### config.mk
export PLATFORM = sky130hd
export DESIGN_NAME = ctl_irq_latch
export DESIGN_NICKNAME = d
export VERILOG_FILES = /design/src/rtl/ctl_irq_pkg.sv /design/src/rtl/ctl_line_sync.sv /design/src/rtl/ctl_edge_pick.sv /design/src/rtl/ctl_flag_fsm.sv /design/src/rtl/ctl_irq_latch.sv
export SDC_FILE = /design/constraint.sdc
export NUM_CORES = 1
export LEC_CHECK = 0
export ABC_AREA = 1
export CORE_AREA = 2 2 53 55
export CTS_CLUSTER_SIZE = 8
export DETAILED_ROUTE_END_ITERATION = 12
export DIE_AREA = 0 0 55 57
export PLACE_DENSITY = 0.71
export SYNTH_ARGS = -nofsm -noshare
export SYNTH_HDL_FRONTEND = slang
export SYNTH_HIERARCHICAL = 1
export SYNTH_SLANG_ARGS = --single-unit
### constraint.sdc
create_clock -name clk -period 0.85 [get_ports clk]
set_input_delay 0.17 -clock clk [delete_from_list [all_inputs] [get_ports clk]]
set_output_delay 0.17 -clock clk [all_outputs]
set_load 0.01 [all_outputs]
### src/rtl/ctl_irq_pkg.sv
package ctl_irq_pkg;
    // Control register bit positions; software decodes these, so they are fixed.
    localparam int unsigned BIT_FLAG   = 7;
    localparam int unsigned BIT_MODE   = 5;
    localparam int unsigned BIT_POL    = 4;
    localparam int unsigned BIT_IRQEN  = 3;
    localparam int unsigned CTRL_RW_W  = 6;

    localparam logic ADDR_DATA = 1'b0;
    localparam logic ADDR_CTRL = 1'b1;

    typedef enum logic [0:0] {
        FLAG_IDLE    = 1'b0,
        FLAG_PENDING = 1'b1
    } flag_state_e;
endpackage

### src/rtl/ctl_line_sync.sv
module ctl_line_sync #(
    parameter int unsigned STAGES     = 2,
    parameter logic        IDLE_LEVEL = 1'b1
) (
    input  logic clk,
    input  logic rst_n,
    input  logic async_in,
    output logic sample_now,
    output logic sample_prev
);
    logic [STAGES-1:0] chain_q;
    logic              prev_q;

    genvar gi;
    generate
        for (gi = 0; gi < STAGES; gi++) begin : g_stage
            if (gi == 0) begin : g_first
                always_ff @(posedge clk or negedge rst_n) begin
                    if (!rst_n) chain_q[gi] <= IDLE_LEVEL;
                    else        chain_q[gi] <= async_in;
                end
            end else begin : g_next
                always_ff @(posedge clk or negedge rst_n) begin
                    if (!rst_n) chain_q[gi] <= IDLE_LEVEL;
                    else        chain_q[gi] <= chain_q[gi-1];
                end
            end
        end
    endgenerate

    always_ff @(posedge clk or negedge rst_n) begin
        if (!rst_n) prev_q <= IDLE_LEVEL;
        else        prev_q <= chain_q[STAGES-1];
    end

    assign sample_now  = chain_q[STAGES-1];
    assign sample_prev = prev_q;
endmodule

### src/rtl/ctl_edge_pick.sv
module ctl_edge_pick (
    input  logic sample_now,
    input  logic sample_prev,
    input  logic pol_rise,
    input  logic mode_other,
    output logic edge_hit
);
    logic rise_seen;
    logic fall_seen;

    always_comb begin
        rise_seen = sample_now & ~sample_prev;
        fall_seen = ~sample_now & sample_prev;
        edge_hit  = 1'b0;
        if (!mode_other) begin
            edge_hit = pol_rise ? rise_seen : fall_seen;
        end
    end
endmodule

### src/rtl/ctl_flag_fsm.sv
module ctl_flag_fsm
    import ctl_irq_pkg::*;
(
    input  logic clk,
    input  logic rst_n,
    input  logic edge_hit,
    input  logic ack,
    output logic flag
);
    flag_state_e state_q;
    flag_state_e state_d;

    always_comb begin
        state_d = state_q;
        unique case (state_q)
            FLAG_IDLE:    if (edge_hit)       state_d = FLAG_PENDING;
            FLAG_PENDING: if (ack && !edge_hit) state_d = FLAG_IDLE;
            default:                          state_d = FLAG_IDLE;
        endcase
    end

    always_ff @(posedge clk or negedge rst_n) begin
        if (!rst_n) state_q <= FLAG_IDLE;
        else        state_q <= state_d;
    end

    always_comb begin
        flag = (state_q == FLAG_PENDING);
    end

    assert_capture_R3: assert property (@(posedge clk) disable iff (!rst_n)
        edge_hit |=> flag);
    assert_ack_clears_R6: assert property (@(posedge clk) disable iff (!rst_n)
        (flag && ack && !edge_hit) |=> !flag);
    assert_rearm_R7: assert property (@(posedge clk) disable iff (!rst_n)
        (ack && edge_hit) |=> flag);
    assert_no_spurious_R4: assert property (@(posedge clk) disable iff (!rst_n)
        (!edge_hit && !flag) |=> !flag);
endmodule

### src/rtl/ctl_irq_latch.sv
module ctl_irq_latch
    import ctl_irq_pkg::*;
#(
    parameter int unsigned DATA_W      = 8,
    parameter int unsigned SYNC_STAGES = 2,
    parameter logic        IDLE_LEVEL  = 1'b1
) (
    input  logic              clk,
    input  logic              rst_n,
    input  logic              ctl_line,
    input  logic              addr,
    input  logic              wr_en,
    input  logic              rd_en,
    input  logic [DATA_W-1:0] wdata,
    output logic [DATA_W-1:0] rdata,
    input  logic [DATA_W-1:0] port_in,
    output logic [DATA_W-1:0] port_out,
    output logic              irq_n
);
    logic [CTRL_RW_W-1:0] ctrl_q;
    logic [DATA_W-1:0]    port_q;
    logic                 s_now;
    logic                 s_prev;
    logic                 edge_hit;
    logic                 ack;
    logic                 flag;
    logic                 unused_wr_hi;

    assign unused_wr_hi = ^wdata[DATA_W-1:CTRL_RW_W];

    ctl_line_sync #(.STAGES(SYNC_STAGES), .IDLE_LEVEL(IDLE_LEVEL)) u_sync (
        .clk        (clk),
        .rst_n      (rst_n),
        .async_in   (ctl_line),
        .sample_now (s_now),
        .sample_prev(s_prev)
    );

    ctl_edge_pick u_edge (
        .sample_now (s_now),
        .sample_prev(s_prev),
        .pol_rise   (ctrl_q[BIT_POL]),
        .mode_other (ctrl_q[BIT_MODE]),
        .edge_hit   (edge_hit)
    );

    assign ack = rd_en && (addr == ADDR_DATA);

    ctl_flag_fsm u_fsm (
        .clk     (clk),
        .rst_n   (rst_n),
        .edge_hit(edge_hit),
        .ack     (ack),
        .flag    (flag)
    );

    always_ff @(posedge clk or negedge rst_n) begin
        if (!rst_n) begin
            ctrl_q <= '0;
            port_q <= '0;
        end else if (wr_en) begin
            if (addr == ADDR_CTRL) ctrl_q <= wdata[CTRL_RW_W-1:0];
            else                   port_q <= wdata;
        end
    end

    always_comb begin
        if (addr == ADDR_CTRL) begin
            rdata                   = '0;
            rdata[CTRL_RW_W-1:0]    = ctrl_q;
            rdata[BIT_FLAG]         = flag;
        end else begin
            rdata = port_in;
        end
        irq_n    = ~(flag & ctrl_q[BIT_IRQEN]);
        port_out = port_q;
    end

    assert_ctrl_write_R2: assert property (@(posedge clk) disable iff (!rst_n)
        (wr_en && addr == ADDR_CTRL) |=> (ctrl_q == $past(wdata[CTRL_RW_W-1:0])));
    assert_irq_masked_R5: assert property (@(posedge clk) disable iff (!rst_n)
        !ctrl_q[BIT_IRQEN] |-> irq_n);
    assert_irq_needs_flag_R5: assert property (@(posedge clk) disable iff (!rst_n)
        !irq_n |-> flag);
endmodule

Word level (Yosys, flattened, before mapping)

Index checks and enable logic that the tools add are counted.
W data, S select, Z words.

Logic and storage cells: 25
Output and inout bits: 17
Memory bits (writable): 0
Memory bits (read-only): 0
Input bits: 22
Memories kept: 0
Bits in registers: 18
Latch bits: 0

$add $sub $neg: 0
Shifts and indexed selects: 0
Bitwise operators: 8
Div/mod/pow operators: 0
$mul: 0
Reductions and logical operators: 5
Equality and inequality tests: 0
Mux-type cells: 6
$lt $le $gt $ge: 0

Operator list:

| operator            | number |
|---|---|
| $mux W8             | 1 |
| $not A1 Y1          | 5 |
| $mux W1             | 4 |
| $reduce_and A2 Y1   | 2 |
| $and A1 B1 Y1       | 3 |
| $logic_and A1 B1 Y1 | 2 |
| $pmux W1 S2         | 1 |
| $logic_not A1 Y1    | 1 |

Longest topological paths before layout

Word-level depth: 8
Mapped depth: 7
Mapped depth without buffers: 7

By module

The synthesis kept the hierarchy.

By module, submodules not included:

| module        | seq. area each (µm²) | times used | area each (µm²) | cells an instance |
|---|---|---|---|---|
| ctl_irq_latch | 350.3                | 1          | 725.7           | 90 |
| ctl_line_sync | 78.8                 | 1          | 78.8            | 3 |
| ctl_flag_fsm  | 25.0                 | 1          | 40.0            | 5 |
| ctl_edge_pick | 0.0                  | 1          | 33.8            | 9 |

Worst setup path before layout

OpenSTA, ideal clock, no wires.

Kind: register to register
From: register u_sync.chain_q[1] (netlist: u_sync/sample_now)
To: register u_fsm.state_q (netlist: u_fsm/flag)
Slack: -0.018 ns
Arrival time: 0.751 ns
Data required time: 0.734 ns
Clock period less this slack: 0.868 ns
Library setup time: 0.116 ns
Stages on the path, launching flop included: 6
Path buffers: 0
Cell sequence: dfstp_2 -> inv_1 -> nor2_1 -> nor2_1 -> inv_1 -> nand2_1

Word-level cells in the longest chain between the ends: 8
Elaborated cells on any way between the ends: 10
Those cells by class: 5 x mux; 3 x bitwise; 2 x reduce/logical

RTL lines:

| element                         | line                | RTL |
|---|---|---|
| start, declared                 | ctl_line_sync.sv:11 | `logic [STAGES-1:0] chain_q;` |
| start signal, assigned by index | ctl_line_sync.sv:25 | `else chain_q[gi] <= chain_q[gi-1];` |
| $not A1 Y1                      | ctl_edge_pick.sv:13 | `fall_seen = ~sample_now & sample_prev;` |
| $and A1 B1 Y1                   | ctl_edge_pick.sv:13 |  |
| $mux W1 (*)                     | ctl_edge_pick.sv:16 | `edge_hit = pol_rise ? rise_seen : fall_seen;` |
| $mux W1 (*)                     | ctl_edge_pick.sv:15 | `if (!mode_other) begin` |
| named net edge_hit              | ctl_irq_latch.sv:24 | `logic edge_hit;` |
| $logic_not A1 Y1                | ctl_flag_fsm.sv:17  | `FLAG_PENDING: if (ack && !edge_hit) state_d = FLAG_IDLE;` |
| $logic_and A1 B1 Y1             | ctl_flag_fsm.sv:17  |  |
| $mux W1                         | ctl_flag_fsm.sv:17  |  |
| $pmux W1 S2 (*)                 | ctl_flag_fsm.sv:15  | `unique case (state_q)` |
| named net u_fsm.state_d         | ctl_flag_fsm.sv:11  | `flag_state_e state_d;` |
| end signal, assigned            | ctl_flag_fsm.sv:24  | `else state_q <= state_d;` |
| end, declared                   | ctl_flag_fsm.sv:10  | `flag_state_e state_q;` |

The timed path passes the listed nets; every way through them passes the cells marked *.
A chain may end at the register's enable or synchronous reset.

Final worst setup path

From: register ctrl_q[3]
To: output port rdata[3]

Word-level cells in the longest chain between the ends: 1

RTL lines:

| element                | line                | RTL |
|---|---|---|
| start, declared        | ctl_irq_latch.sv:20 | `logic [CTRL_RW_W-1:0] ctrl_q;` |
| start signal, assigned | ctl_irq_latch.sv:62 | `if (addr == ADDR_CTRL) ctrl_q <= wdata[CTRL_RW_W-1:0];` |
| $mux W8                | ctl_irq_latch.sv:68 | `if (addr == ADDR_CTRL) begin` |
| end, declared          | ctl_irq_latch.sv:15 | `output logic [DATA_W-1:0] rdata,` |

No other way between the ends.

==> results_dict.tcl <==
set metrics [dict create \
    outcome "finished with violations" \
    violations "negative setup slack" \
    max_cap_viol_count 0 \
    die_y_um 57 \
    pwr-share-clk 0.229 \
    fin_crit_ns 1.17 \
    num_antenna_cells 0 \
    die_w_um 55 \
    fmax_mhz 854 \
    p_switching_mw 0.588 \
    p_leak_nw 0.777 \
    core-area_um2 2620 \
    yosysWarnings 6 \
    end_kind "primary output" \
    gr-total-overflow 0 \
    cts_buffers 3 \
    min-delay-path-class "in -> async" \
    multi_input_area_um2 350 \
    grtUsageMet2 0.233 \
    clock_latency_ns 0.28 \
    pin_count 39 \
    start_kind "flop" \
    yosys-top-cells-area "dfrtp_1, nand2_1, dfstp_2" \
    via_per_inst 4.39 \
    setup_slack_ns -0.321 \
    antenna_found_initial 0 \
    synthCells 107 \
    post-route-period-util 1.38 \
    gp_congestion 0.733 \
    seq_area_frac_synth 0.517 \
    grt_max_degree 19 \
    synth_common_cells "nand2_1, dfrtp_1, nand3_1" \
    synth_edf_count 0 \
    synth_ff_type "dfrtp_1" \
    synthArstFlopShare 1.00 \
    reg2reg_depth 8 \
    area_growth_pct 61.8 \
    clock-sinks 18 \
    skew_ns 0.000820 \
    cts_hold_repair.buffers 0 \
    antenna_left 0 \
    powerDensity_nw_per_um2 1530 \
    rsz0062_at_grt "yes" \
    grt_pass1_vias 821 \
    clk_pin_slew_ns 0.09 \
    first_iter_violations 19 \
    routed_wl_um 2070 \
    crit_fanout 2 \
    synth.ff_latch_count 18 \
    setup_violations 17 \
    initial_core_util 0.336 \
    swShare 0.270 \
    worst_ir_drop_vdd_mv 1.21 \
    dieArea_um2 3140 \
    finalHoldViolCount 0 \
    worstSetupPathType "reg -> out" \
    final_core_util 0.544 \
    wl_per_cell_um 10.5 \
    combinationalPowerShare 0.303 \
    place_hpwl_um 1510 \
    worst_pin_slew_ns 0.134 \
    yosysMostFrequentCell "nand2_1" \
    grt_pass1_wl_um 3260 \
    p_seq_frac 0.469 \
    synth_top_area_frac 0.427 \
    route.detailed.drc 0 \
    max-slew-margin-rel 0.910 \
    synth_nets 129 \
    drtPass1Iterations 4 \
    yosys.area.top_type "dfrtp_1" \
    num_rows 19 \
    hold_ws_ns 0.209 \
    nNetsFinal 188 \
    grt_usage 0.140 \
    nFillCells 265 \
    cts_tree "yes" \
    r2r_slack_ns -0.07 \
    htree_levels 1 \
    required_ns 0.68 \
    grt-busiest-layer "met2" \
    syn_avg_cell_area_um2 8.21 \
    grt_use_met1 0.169 \
    numPortBuffers 38 \
    intPower_mw 1.59 \
    met3_usage 0.0393 \
    slew_viol_final 0 \
    via_count 861 \
    register_area_um2 454 \
    root_buffer "clkbuf_4" \
    worstPathArrival_ns 1.00 \
    cts_buffer_depth 2 \
    r2r_start "ctrl_q[4]" \
    drive_above_1_share 0.358 \
    yosysUniqueCellTypes 12 \
    rr_endpoint "u_fsm/flag" \
    syn_area_um2 878 \
]
-- how the worst max path moves through the flow --
| stage | from | to | cells after the start |
|---|---|---|---|
| after global routing | ctrl_q[3] | rdata[3] | 4 |
| final | ctrl_q[3] | rdata[3] | 4 |
| after detailed placement | addr | rdata[5] | 6 |
| after CTS | ctrl_q[3] | rdata[3] | 4 |
| after floorplan | u_sync/sample_prev | u_fsm/flag | 5 |
| after global placement | addr | rdata[5] | 5 |
-- stage by stage --
step | total power [mW] | cells | instance area, µm² | setup WS [ns] | TNS, ns
after floorplan | 1.28 | 107 | 878 | -0.0132 | -0.0132
after CTS | 2.14 | 192 | 1350 | -0.332 | -3.37
final | 2.18 | 196 | 1420 | -0.321 | -3.18
after global routing | 2.31 | 196 | 1420 | -0.375 | -4.11
after global placement | 1.64 | 180 | 1330 | -0.803 | -14.67
after detailed placement | 1.66 | 180 | 1330 | -0.808 | -14.86
-- placed cells by master, fill, tap and decap left out --
| cell type | instances |
|---|---|
| buf_4 | 12 |
| buf_6 | 8 |
| buf_2 | 17 |
| clkbuf_8 | 1 |
| nor2_2 | 1 |
| nand2_2 | 4 |
| nand2_4 | 2 |
| dfstp_2 | 3 |
| nand3_1 | 10 |
| buf_12 | 2 |
| nand3_2 | 4 |
| inv_8 | 1 |
| nor2_1 | 4 |
| inv_2 | 1 |
| dlygate4sd2_1 | 1 |
| clkdlybuf4s50_1 | 19 |
| dfrtp_1 | 15 |
| inv_1 | 6 |
| clkbuf_4 | 3 |
| nand2_1 | 51 |
-- metal layers --
metal	part of all wire	wire, µm	vias to the layer above
li1	-	-	441
met3	0.086	178	4
met5	0	0	-
met4	0.0082	17	0
met1	0.41	845	384
met2	0.50	1030	32
-- repair_timing --
item | 4_1_cts | 5_1_grt
cloned | 0 | 0
gates resized for setup | 78 | 12
setup endpoints to repair | 32 | 29
setup buffers | 8 | 6
hold endpoints to repair | 0 | 0
pin swaps | 16 | 10
-- power groups by stage --
stage | clock [mW] | combinational (mW) | sequential, mW
finish | 0.498 | 0.658 | 1.02
global route | 0.553 | 0.729 | 1.03
CTS | 0.526 | 0.600 | 1.02
detailed placement | 0 | 0.624 | 1.03
global placement | 0 | 0.610 | 1.03
floorplan | 0 | 0.234 | 1.05
-- cell type report --
type | instances | area share
timing repair buffer | 59 | 0.355
sequential | 18 | 0.320
multi-input combinational | 76 | 0.246
tap | 31 | 0.0273
inverter | 8 | 0.0264
clock buffer | 4 | 0.0255
-- registers in the layout (all words and copies together) (netlist names) --
name,cells
port_out,8
u_sync/chain_q,1
ctrl_q,6
u_sync/sample_prev,1
u_sync/sample_now,1
u_fsm/flag,1
-- critical path, cell delays in order, from the launching register on --
cell and delay, ns:
dfrtp_1 0.40, buf_6 0.12, nand2_2 0.04, nand2_1 0.04, buf_2 0.13
-- kinds of logic after synthesis --
logic type             count (synthesis)  share of synthesized area
and+or+nand+nor                       76                      0.370
DFF                                   18                      0.517
buffers and inverters                 13                      0.113
Note: power is estimated with default switching activity, not from simulation.
